===== config.mk =====
export PLATFORM = sky130hd
export DESIGN_NAME = z80_mem_pager
export DESIGN_NICKNAME = d
export VERILOG_FILES = /design/src/rtl/pgr_pkg.sv /design/src/rtl/pgr_io_decode.sv /design/src/rtl/pgr_bank_reg.sv /design/src/rtl/pgr_addr_map.sv /design/src/rtl/z80_mem_pager.sv
export SDC_FILE = /design/constraint.sdc
export NUM_CORES = 1
export LEC_CHECK = 0
export ABC_AREA = 1
export CAP_MARGIN = 20
export CORE_AREA = 2 2 40 42
export CTS_BUF_LIST = sky130_fd_sc_hd__clkbuf_2
export DETAILED_ROUTE_END_ITERATION = 8
export DIE_AREA = 0 0 42 44
export DONT_BUFFER_PORTS = 1
export PLACE_DENSITY = 0.61
export SETUP_SLACK_MARGIN = 0.15
export SYNTH_ARGS = -nofsm -noshare
export SYNTH_HDL_FRONTEND = slang
export SYNTH_HIERARCHICAL = 1
export SYNTH_SLANG_ARGS = --single-unit

===== constraint.sdc =====
create_clock -name clk -period 0.9 [get_ports clk]
set_input_delay 0.18 -clock clk [delete_from_list [all_inputs] [get_ports clk]]
set_output_delay 0.18 -clock clk [all_outputs]
set_load 0.03 [all_outputs]

===== src/rtl/pgr_pkg.sv =====
package pgr_pkg;

   typedef enum logic {
      DEV_FLASH = 1'b0,
      DEV_RAM   = 1'b1
   } pgr_dev_e;

   // Qualified CPU I/O write: request, write strobe, and not an interrupt acknowledge.
   function automatic logic io_write_qual(input logic iorq_n, input logic wr_n, input logic m1_n);
      return !iorq_n && !wr_n && m1_n;
   endfunction

endpackage


===== src/rtl/pgr_io_decode.sv =====
module pgr_io_decode #(
   parameter int          LOG_AW      = 16,
   parameter int          PORT_W      = 8,
   parameter logic [15:0] PORT_BASE   = 16'h0078,
   parameter int          IGN_LSBS    = 1,
   parameter bit          DECODE_HIGH = 1'b0
) (
   input  logic [LOG_AW-1:0] addr,
   input  logic              iorq_n,
   input  logic              wr_n,
   input  logic              m1_n,
   output logic              sel
);
   import pgr_pkg::*;

   localparam int CMP_TOP = DECODE_HIGH ? LOG_AW - 1 : PORT_W - 1;

   if (IGN_LSBS < 0 || IGN_LSBS >= PORT_W) begin : g_bad_ign
      $error("pgr_io_decode: IGN_LSBS out of range");
   end
   if (PORT_W > LOG_AW) begin : g_bad_pw
      $error("pgr_io_decode: PORT_W wider than address");
   end

   logic hit;

   if (DECODE_HIGH) begin : g_full
      assign hit = (addr[CMP_TOP:IGN_LSBS] == PORT_BASE[CMP_TOP:IGN_LSBS]);
   end else begin : g_low
      assign hit = (addr[CMP_TOP:IGN_LSBS] == PORT_BASE[CMP_TOP:IGN_LSBS]);
      if (LOG_AW > PORT_W) begin : g_spare
         logic unused_high;
         assign unused_high = ^addr[LOG_AW-1:PORT_W];
      end
   end

   if (IGN_LSBS > 0) begin : g_lsb_spare
      logic unused_lsbs;
      assign unused_lsbs = ^addr[IGN_LSBS-1:0];
   end

   assign sel = io_write_qual(iorq_n, wr_n, m1_n) && hit;

endmodule


===== src/rtl/pgr_bank_reg.sv =====
module pgr_bank_reg #(
   parameter int DATA_W    = 8,
   parameter int FIELD_LSB = 1,
   parameter int FIELD_W   = 5
) (
   input  logic               clk,
   input  logic               rst_n,
   input  logic               strobe,
   input  logic [DATA_W-1:0]  data,
   output logic [FIELD_W-1:0] field
);
   localparam int FIELD_MSB = FIELD_LSB + FIELD_W - 1;

   if (FIELD_MSB >= DATA_W) begin : g_bad_field
      $error("pgr_bank_reg: field does not fit the data bus");
   end

   logic               strobe_q;
   logic [FIELD_W-1:0] hold_q;
   logic               commit;

   assign commit = strobe_q && !strobe;

   always_ff @(posedge clk or negedge rst_n) begin
      if (!rst_n) begin
         strobe_q <= 1'b0;
         hold_q   <= '0;
         field    <= '0;
      end else begin
         strobe_q <= strobe;
         if (strobe) hold_q <= data[FIELD_MSB:FIELD_LSB];
         if (commit) field  <= hold_q;
      end
   end

   if (FIELD_LSB > 0) begin : g_low_spare
      logic unused_low;
      assign unused_low = ^data[FIELD_LSB-1:0];
   end
   if (FIELD_MSB < DATA_W - 1) begin : g_high_spare
      logic unused_high;
      assign unused_high = ^data[DATA_W-1:FIELD_MSB+1];
   end

   // no update while the write strobe is still active
   a_r5_hold_during_strobe: assert property (@(posedge clk) disable iff (!rst_n)
      strobe |=> $stable(field));

   // a strobe that ends loads the data sampled in its last cycle
   a_r5_commit_value: assert property (@(posedge clk) disable iff (!rst_n)
      (strobe && !$past(!rst_n)) ##1 !strobe |=> field == $past(data[FIELD_MSB:FIELD_LSB], 2));

endmodule


===== src/rtl/pgr_addr_map.sv =====
module pgr_addr_map #(
   parameter int PAGE_W       = 4,
   parameter int SMALL_PAGE_W = 2
) (
   input  logic              clk,
   input  logic              rst_n,
   input  logic [PAGE_W:0]   field,
   input  logic              a_top,
   input  logic              mreq_n,
   input  logic              rfsh_n,
   input  logic              rd_n,
   input  logic              wr_n,
   input  logic              ram_small,
   output logic [PAGE_W:0]   ext_addr,
   output logic              rom_ce_n,
   output logic              ram_ce_n,
   output logic              oe_n,
   output logic              we_n
);
   import pgr_pkg::*;

   if (SMALL_PAGE_W > PAGE_W || SMALL_PAGE_W < 0) begin : g_bad_small
      $error("pgr_addr_map: SMALL_PAGE_W out of range");
   end

   pgr_dev_e          dev;
   logic [PAGE_W-1:0] raw_page;
   logic [PAGE_W-1:0] eff_page;
   logic              mem_live;

   always_comb begin
      if (a_top) begin
         dev      = DEV_RAM;
         raw_page = '1;
      end else begin
         dev      = pgr_dev_e'(field[PAGE_W]);
         raw_page = field[PAGE_W-1:0];
      end
   end

   for (genvar i = 0; i < PAGE_W; i++) begin : g_page_bit
      if (i >= SMALL_PAGE_W) begin : g_strapped
         assign eff_page[i] = raw_page[i] | (ram_small && dev == DEV_RAM);
      end else begin : g_free
         assign eff_page[i] = raw_page[i];
      end
   end

   assign mem_live = !mreq_n && rfsh_n;
   assign ext_addr = {dev == DEV_RAM, eff_page};
   assign rom_ce_n = !(mem_live && dev == DEV_FLASH);
   assign ram_ce_n = !(mem_live && dev == DEV_RAM);
   assign oe_n     = !(!mreq_n && !rd_n);
   assign we_n     = !(!mreq_n && !wr_n);

   // refresh never selects a device
   a_r8_quiet_in_refresh: assert property (@(posedge clk) disable iff (!rst_n)
      !rfsh_n |-> (rom_ce_n && ram_ce_n));

   // at most one device enabled
   a_r8_one_device: assert property (@(posedge clk) disable iff (!rst_n)
      !(!rom_ce_n && !ram_ce_n));

   // small strap keeps RAM pages in the fitted range
   a_r9_small_alias: assert property (@(posedge clk) disable iff (!rst_n)
      (ram_small && !ram_ce_n) |-> (ext_addr[PAGE_W-1:SMALL_PAGE_W] == '1));

   // write enable follows the memory write whatever the device
   a_r10_we_follows: assert property (@(posedge clk) disable iff (!rst_n)
      (!mreq_n && !wr_n) |-> !we_n);

endmodule


===== src/rtl/z80_mem_pager.sv =====
module z80_mem_pager #(
   parameter int          LOG_AW       = 16,
   parameter int          DATA_W       = 8,
   parameter int          PORT_W       = 8,
   parameter logic [15:0] PORT_BASE    = 16'h0078,
   parameter int          IGN_LSBS     = 1,
   parameter bit          DECODE_HIGH  = 1'b0,
   parameter int          FIELD_LSB    = 1,
   parameter int          PAGE_W       = 4,
   parameter int          SMALL_PAGE_W = 2
) (
   input  logic              clk,
   input  logic              rst_n,
   input  logic [LOG_AW-1:0] cpu_addr,
   input  logic [DATA_W-1:0] cpu_data,
   input  logic              mreq_n,
   input  logic              iorq_n,
   input  logic              rd_n,
   input  logic              wr_n,
   input  logic              m1_n,
   input  logic              rfsh_n,
   input  logic              ram_small,
   output logic [PAGE_W:0]   ext_addr,
   output logic              rom_ce_n,
   output logic              ram_ce_n,
   output logic              mem_oe_n,
   output logic              mem_we_n
);
   localparam int FIELD_W = PAGE_W + 1;

   if (LOG_AW < 2) begin : g_bad_aw
      $error("z80_mem_pager: LOG_AW too small");
   end

   logic               io_sel;
   logic [FIELD_W-1:0] bank;

   pgr_io_decode #(
      .LOG_AW      (LOG_AW),
      .PORT_W      (PORT_W),
      .PORT_BASE   (PORT_BASE),
      .IGN_LSBS    (IGN_LSBS),
      .DECODE_HIGH (DECODE_HIGH)
   ) u_dec (
      .addr   (cpu_addr),
      .iorq_n (iorq_n),
      .wr_n   (wr_n),
      .m1_n   (m1_n),
      .sel    (io_sel)
   );

   pgr_bank_reg #(
      .DATA_W    (DATA_W),
      .FIELD_LSB (FIELD_LSB),
      .FIELD_W   (FIELD_W)
   ) u_reg (
      .clk    (clk),
      .rst_n  (rst_n),
      .strobe (io_sel),
      .data   (cpu_data),
      .field  (bank)
   );

   pgr_addr_map #(
      .PAGE_W       (PAGE_W),
      .SMALL_PAGE_W (SMALL_PAGE_W)
   ) u_map (
      .clk       (clk),
      .rst_n     (rst_n),
      .field     (bank),
      .a_top     (cpu_addr[LOG_AW-1]),
      .mreq_n    (mreq_n),
      .rfsh_n    (rfsh_n),
      .rd_n      (rd_n),
      .wr_n      (wr_n),
      .ram_small (ram_small),
      .ext_addr  (ext_addr),
      .rom_ce_n  (rom_ce_n),
      .ram_ce_n  (ram_ce_n),
      .oe_n      (mem_oe_n),
      .we_n      (mem_we_n)
   );

   // interrupt-acknowledge style cycles never move the mapping
   a_r3_m1_blocks: assert property (@(posedge clk) disable iff (!rst_n)
      !m1_n |=> $stable(bank));

   // upper half always lands on the top RAM page
   a_r6_upper_fixed: assert property (@(posedge clk) disable iff (!rst_n)
      (!mreq_n && rfsh_n && cpu_addr[LOG_AW-1]) |-> (!ram_ce_n && ext_addr == '1));

endmodule


* After elaboration in Yosys (flattened, before gate mapping) *
Index checks and enable logic that the tools add are counted.

operators by class
  mux-type cells = 2
  bitwise operators = 3
  reduce and logical (&&, ||, !) cells = 19
  equality and inequality tests = 1

operators with widths
  operator                                                               count
  1-bit logical AND                                                      10
  1-bit logical NOT                                                      9
  7-bit by 6-bit equality test with 1-bit output, second input constant  1
  4-bit two-way mux                                                      1
  1-bit OR                                                               2
  1-bit two-way mux                                                      1
  1-bit inverter                                                         1

storage, ports and cells
  bits of input ports = 33
  flip-flop bits (word level) = 11
  logic and storage cells = 28
  output and inout bits = 9

* Logic depth before layout (Yosys ltp) *
Gate-level depths: netlist of run 1.

  depth in word-level cells = 6
  mapped depth = 8
  gate-level depth less buffers = 8

* Hierarchy *
Netlist of run 1, hierarchy kept.

modules (own cells, without submodules)
  module         sequential area each (um^2)  cells an instance  area each (um^2)  instances
  pgr_bank_reg   275.3                        44                 412.9             1
  pgr_addr_map   0.0                          16                 86.3              1
  pgr_io_decode  0.0                          8                  33.8              1

* Least setup slack after synthesis of run 1 *
Ideal clock, no wire load.

  path type = in2reg
  from = input port cpu_addr[2]
  to = register u_reg.field[0]
  arrival = 0.913 ns
  path buffers = 1
  setup time = 0.117 ns
  stages = 7
  data required time = 0.783 ns
  path slack = -0.130 ns
  cells stage by stage = nor2_1 nand3_1 nor2_1 inv_2 buf_6 nand3_1 nand2_1

between the ends
  cells in the longest elaborated chain, start to end = 4

ends and longest elaborated chain
  what                                            RTL line             RTL
  from (decl)                                     z80_mem_pager.sv:14  input logic [LOG_AW-1:0] cpu_addr,
  7-bit by 6-bit equality test with 1-bit output  pgr_io_decode.sv:30  assign hit = (addr[CMP_TOP:IGN_LSBS] == PORT_BASE[CMP_TOP:IGN_LSBS]);
  1-bit logical AND                               pgr_io_decode.sv:42  assign sel = io_write_qual(iorq_n, wr_n, m1_n) && hit;
  named net io_sel                                z80_mem_pager.sv:35  logic io_sel;
  1-bit logical NOT                               pgr_bank_reg.sv:22   assign commit = strobe_q && !strobe;
  1-bit logical AND                               pgr_bank_reg.sv:22
  to (signal assigned)                            pgr_bank_reg.sv:32   if (commit) field <= hold_q;
  to (decl)                                       pgr_bank_reg.sv:10   output logic [FIELD_W-1:0] field

The timed path passes the listed nets, and every way through them passes these cells.
A chain may end at the register's enable or synchronous reset.

* Final worst setup path of run 1 *
  from = register u_reg.field[4]
  to = output port ext_addr[3]

between the ends
  cells in the longest elaborated chain, start to end = 3

ends and longest elaborated chain
  what               RTL line             RTL
  1-bit two-way mux  pgr_addr_map.sv:32   if (a_top) begin
  1-bit logical AND  pgr_addr_map.sv:43   assign eff_page[i] = raw_page[i] | (ram_small && dev == DEV_RAM);
  1-bit OR           pgr_addr_map.sv:43
  to (decl)          z80_mem_pager.sv:23  output logic [PAGE_W:0] ext_addr,

No other way between the ends.

==> run metrics, run 1 <==
status=finished with violations; violated checks=negative setup slack; H-tree levels=1; Synth Instances=68; share of cells above drive strength 1=0.4430; RePlAce Congestion=0.6710; Setup CP Type=reg2out; Core Footprint=1419 um^2; Setup Skew=0.006189 ns; Reg clk slew, reported paths=0.10 ns; initial antenna violation count=0; # setup viols final=7; Vias/cell=4.705; Final nets=113; TNS Setup=-1.560 ns; PortBufs=0; CTS tree=built; syn nets=101; final worst slack=-0.2523 ns; Wirelength per Cell=9.789 um; Starting Density=0.3757; LEAKAGE=0.3720 nW; synth warn=6; Netlist cell types=14; arrival time worst endpoint=0.97 ns; die width=42 um; Rows=14; area delta synth->final=36.38%; commonest non-fill, non-tap cell in the layout=nand2_1; Relative slew margins=0.6905; crit end category=output pin; DRC=0; # clock sinks=11; first-pass GRT wire length=1.449 mm; antenna cells=0; clk buf depth=2; worst min path class=in2reg; I/O pin count=42; Starting DRT DRC Count=13; top cells by area, synth=dfrtp_1, nand2_1, nand3_1; largest area contributor in the netlist=dfrtp_1; final wirelength=930 um; clock latency on the worst-skew pair=0.24 ns; RSZ-0062 raised after global routing=yes; Max-Cap Viols=0; CP startpoint kind=flip-flop; number of buffers created by CTS=3; total vias in the final route=447; total track usage=0.1082; most frequent cells in the layout=nand2_1, dfrtp_1, nand3_2; Seq/Total Area, Yosys=0.5164; final period utilization=1.280; VDD IR-drop max=0.0007050 V; worst slew pin tran=0.4628 ns; vias in the first global route=353; total global routing overflow=0; Critical Path RT=0.72 ns; CTS Root Cell=clkbuf_2; share of Yosys cell area claimed by the top area cell type=0.5164; average size of a mapped cell=7.838 um^2; FF+latch count, synth=11; Max Transition Viols Final=0; PD cells=1229 nW/um^2; Die H=44 um; largest net degree at the start of global routing=12; Pre-antenna DRT Iters=4; Routed Antenna Nets=0; crit-path max FO=3; Final min period=1.152 ns; final-report hold violation count=0; post-layout util=0.5123; HPWL after DPL=704.6 um; Mapped Area=533.0 um^2; f_max=867.8 MHz; die footprint=1848 um^2
area by class of cell:
type,count,area (um^2)
Fill cell,145,691.9
Tap cell,16,20.02
Timing Repair Buffer,9,93.84
Clock buffer,4,20.02
Inverter,6,22.52
Sequential cell,11,275.3
Multi-Input combinational cell,49,295.3
flip-flops by register name, summed over array words and instances, names as in the netlist:
signal	count
u_reg/hold_q	5
u_reg/strobe_q	1
u_reg/field	5
kinds of logic (layout without fill, tap and decap cells):
family	Yosys count	after routing	synth area share
compound gates	1	1	0.009381
buf+inv	8	19	0.07747
flops	11	11	0.5164
simple gates	48	48	0.3967
per-layer routing:
layer	up-vias	global-route usage	part of all wire
met3	2	0.03750	0.10
met5	-	0	0
met4	0	0.07742	0.0086
met1	196	0.1190	0.36
met2	16	0.1750	0.53
li1	233	-	-
cells in the mapped netlist:
cell type and n:
nand2_2 1, inv_1 4, nor2_1 5, nand4_1 2
or2_2 2, nand3_2 1, o21ai_1 1, inv_2 2
buf_6 1, or2_1 2, nand3_1 6, dfrtp_1 11
buf_4 1, nand2_1 29
through the flow:
step / cell area, um^2 / hold WS (ns) / cells / worst slack [ns] / power, W
after floorplan: 584.3 / -0.1156 / 68 / -0.01199 / 0.0006075
after global placement: 616.8 / -0.1154 / 85 / -0.04213 / 0.0006191
after detailed placement: 616.8 / -0.1154 / 85 / -0.05113 / 0.0006207
after CTS: 719.4 / 0.02854 / 94 / -0.2854 / 0.0009126
after global routing: 726.9 / 0.02052 / 95 / -0.3681 / 0.0009541
final: 726.9 / 0.04357 / 95 / -0.2523 / 0.0008937
critical path, stage by stage (launching register included):
cell	delay [ns]
dfrtp_1	0.42
o21ai_2	0.17
nand2_2	0.15
report_power, final:
part           leakage, nW  switching [W]  internal [W]
combinational        0.202      0.0000784     0.0000441
sequential           0.153     0.00000472      0.000500
clock               0.0166       0.000148      0.000118
total                0.372       0.000231      0.000662
timing repair:
action / CTS / global route
gates resized for setup: 11 / 0
pin swaps: 6 / 3
setup buffers: 4 / 1
setup endpoints to repair: 12 / 12
hold endpoints to repair: 11 / 0
hold buffers: 1 / 0
final timing paths:
kind / startpoint / end / slack, ns / depth (start not counted)
max: u_reg/field[4]$_DFFE_PN0P_ / ext_addr[3] / -0.25 / 2
min: cpu_data[4] / u_reg/hold_q[3]$_DFFE_PN0P_ / 0.04 / 2
max reg2reg: u_reg/strobe_q$_DFF_PN0_ / u_reg/field[2]$_DFFE_PN0P_ / 0.11 / 3
min reg2reg: u_reg/field[3]$_DFFE_PN0P_ / u_reg/field[3]$_DFFE_PN0P_ / 0.49 / 2
max in group asynchronous: rst_n / u_reg/hold_q[1]$_DFFE_PN0P_ / 0.27 / 1
min in group asynchronous: rst_n / u_reg/field[0]$_DFFE_PN0P_ / 0.31 / 1
No activity file was read; power rests on OpenSTA's default activity.
==> run 2, diff against run 1 <==
==> constraint.sdc (replaced) <==
create_clock -name clk -period 1.1 [get_ports clk]
set_input_delay 0.22 -clock clk [delete_from_list [all_inputs] [get_ports clk]]
set_output_delay 0.22 -clock clk [all_outputs]
set_load 0.03 [all_outputs]
==> run metrics, run 2 (same netlist as run 1, synthesis figures left out) <==
Cells after DPL=85; RSZ-0062 raised after global routing=yes; Critical Path RT=0.88 ns; Rows=14; worst slew pin tran=0.4565 ns; antenna cells=0; PD cells=1099 nW/um^2; Crit path depth=2; Worst Hold Path Cells=2; met1 Usage GRT=0.1326; VDD IR-drop max=0.0005331 V; commonest non-fill, non-tap cell in the layout=nand2_1; most frequent cells in the layout=nand2_1, dfrtp_1, nand3_1; HPWL after DPL=704 um; Flop pwr share=0.567; Largest delay share family, worst path=flip-flops; area delta synth->final=23.94%; Worst R2R Path Depth=3; gr busiest metal=met2; grt met2 use=0.1781; status=finished with violations; crit path cell chain=o21ai_2 > nand2_2; Pre-antenna DRT Iters=2; final hold slack=0.08635 ns; final period utilization=1.098; worst min path class=in2reg; vias in the first global route=400; Setup crit start=u_reg/field[4]$_DFFE_PN0P_; met3 usage=0.02917; power share of the clock group=0.302; total vias in the final route=431; Sw Share=0.2601; total global routing overflow=0; final wirelength=877 um; Worst R2R Start=u_reg/strobe_q$_DFF_PN0_; crit end category=output pin; Pwr Total=0.0007260 W; PortBufs=0; CP startpoint kind=flip-flop; die width=42 um; FF+latch area=275.3 um^2; switching power=0.0001889 W; Final nets=111; CP Capture Point=ext_addr[3]; final worst slack=-0.1080 ns; CTS tree=built; CTS Root Cell=clkbuf_2; Worst R2R Setup Slack=0.28 ns; DRC=0; Comb power frac=0.130; # clock sinks=11; Setup Skew=0.006727 ns; I/O pin count=42; first-pass GRT wire length=1.559 mm; largest net degree at the start of global routing=12; internal power=0.0005371 W; r2r endpoint=u_reg/field[1]$_DFFE_PN0P_; Die H=44 um; Routed Antenna Nets=0; clock latency on the worst-skew pair=0.24 ns; clk buf depth=2; # fillers=151; die footprint=1848 um^2; H-tree levels=1; TNS Setup=-0.4729 ns; Wirelength per Cell=9.430 um; share of cells above drive strength 1=0.3377; post-layout util=0.4656; crit-path max FO=3; arrival time worst endpoint=0.99 ns; registers with the most flip-flops=u_reg/field: 5 flops, u_reg/hold_q: 5 flops, u_reg/strobe_q: 1 flops; total track usage=0.1145; initial antenna violation count=0; Reg clk slew, reported paths=0.10 ns; Max-Cap Viols=0; # setup viols final=7; final-report hold violation count=0; Relative slew margins=0.6946; Final min period=1.208 ns; Max Transition Viols Final=0; CP Buf/Inv Count=0; crit-path max cell delay=0.43 ns; violated checks=negative setup slack; Core Footprint=1419 um^2; number of buffers created by CTS=3; Vias/cell=4.634; RePlAce Congestion=0.7037; Worst path slowest cell=dfrtp_1; Multi-input gate area=260.3 um^2; Non-Filler Instances=93; Starting Density=0.3757; Starting DRT DRC Count=8; f_max=827.8 MHz; LEAKAGE=0.3544 nW; Setup CP Type=reg2out
run 2: through the flow:
stage / cell area, um^2 / setup WS [ns]
2_1_floorplan: 555.5 / 0.1477
4_1_cts: 653.1 / -0.1322
3_5_place_dp: 579.3 / 0.1104
3_3_place_gp: 579.3 / 0.1204
6_report: 660.6 / -0.1080
5_1_grt: 660.6 / -0.2096
run 2: worst min path at each step:
stage                start                     endpoint  slack (ns)
2_1_floorplan        rst_n   u_reg/field[0]$_DFFE_PN0P_       -0.08
3_3_place_gp         rst_n   u_reg/field[0]$_DFFE_PN0P_       -0.08
3_5_place_dp         rst_n  u_reg/hold_q[1]$_DFFE_PN0P_       -0.08
4_1_cts        cpu_data[5]  u_reg/hold_q[4]$_DFFE_PN0P_        0.07
5_1_grt        cpu_data[5]  u_reg/hold_q[4]$_DFFE_PN0P_        0.07
6_report       cpu_data[5]  u_reg/hold_q[4]$_DFFE_PN0P_        0.09
run 2: power by group through the flow:
stage	logic (W)	clock network [W]	registers, W
6_report	0.0000947	0.000219	0.000412
5_1_grt	0.000103	0.000264	0.000413
4_1_cts	0.0000965	0.000232	0.000412
3_5_place_dp	0.0000750	0	0.000420
3_3_place_gp	0.0000740	0	0.000420
2_1_floorplan	0.0000689	0	0.000419
run 2: layout make-up:
type	count	area share
timing repair buffer	7	0.09470
multi-input combinational	49	0.3939
tap	16	0.03030
sequential	11	0.4167
clock buffer	4	0.03030
inverter	6	0.03409
run 2: what timing repair did:
action | CTS | global route
gates resized for setup | 8 | 0
hold buffers | 1 | 0
hold endpoints to repair | 11 | 0
endpoints found under the setup margin | 7 | 7
buffers inserted | 2 | 1
pin swaps | 3 | 1
run 2: worst reg2reg max path: stages (launching register included):
cell and delay, ns:
dfrtp_1 0.44, nand2_1 0.15, nand2_1 0.09, nand2_1 0.05
run 2: per-layer routing:
layer / wire [um] / part of all wire
met1: 345 / 0.39
met5: 0 / 0
met2: 459 / 0.52
met3: 63 / 0.072
met4: 8 / 0.0091
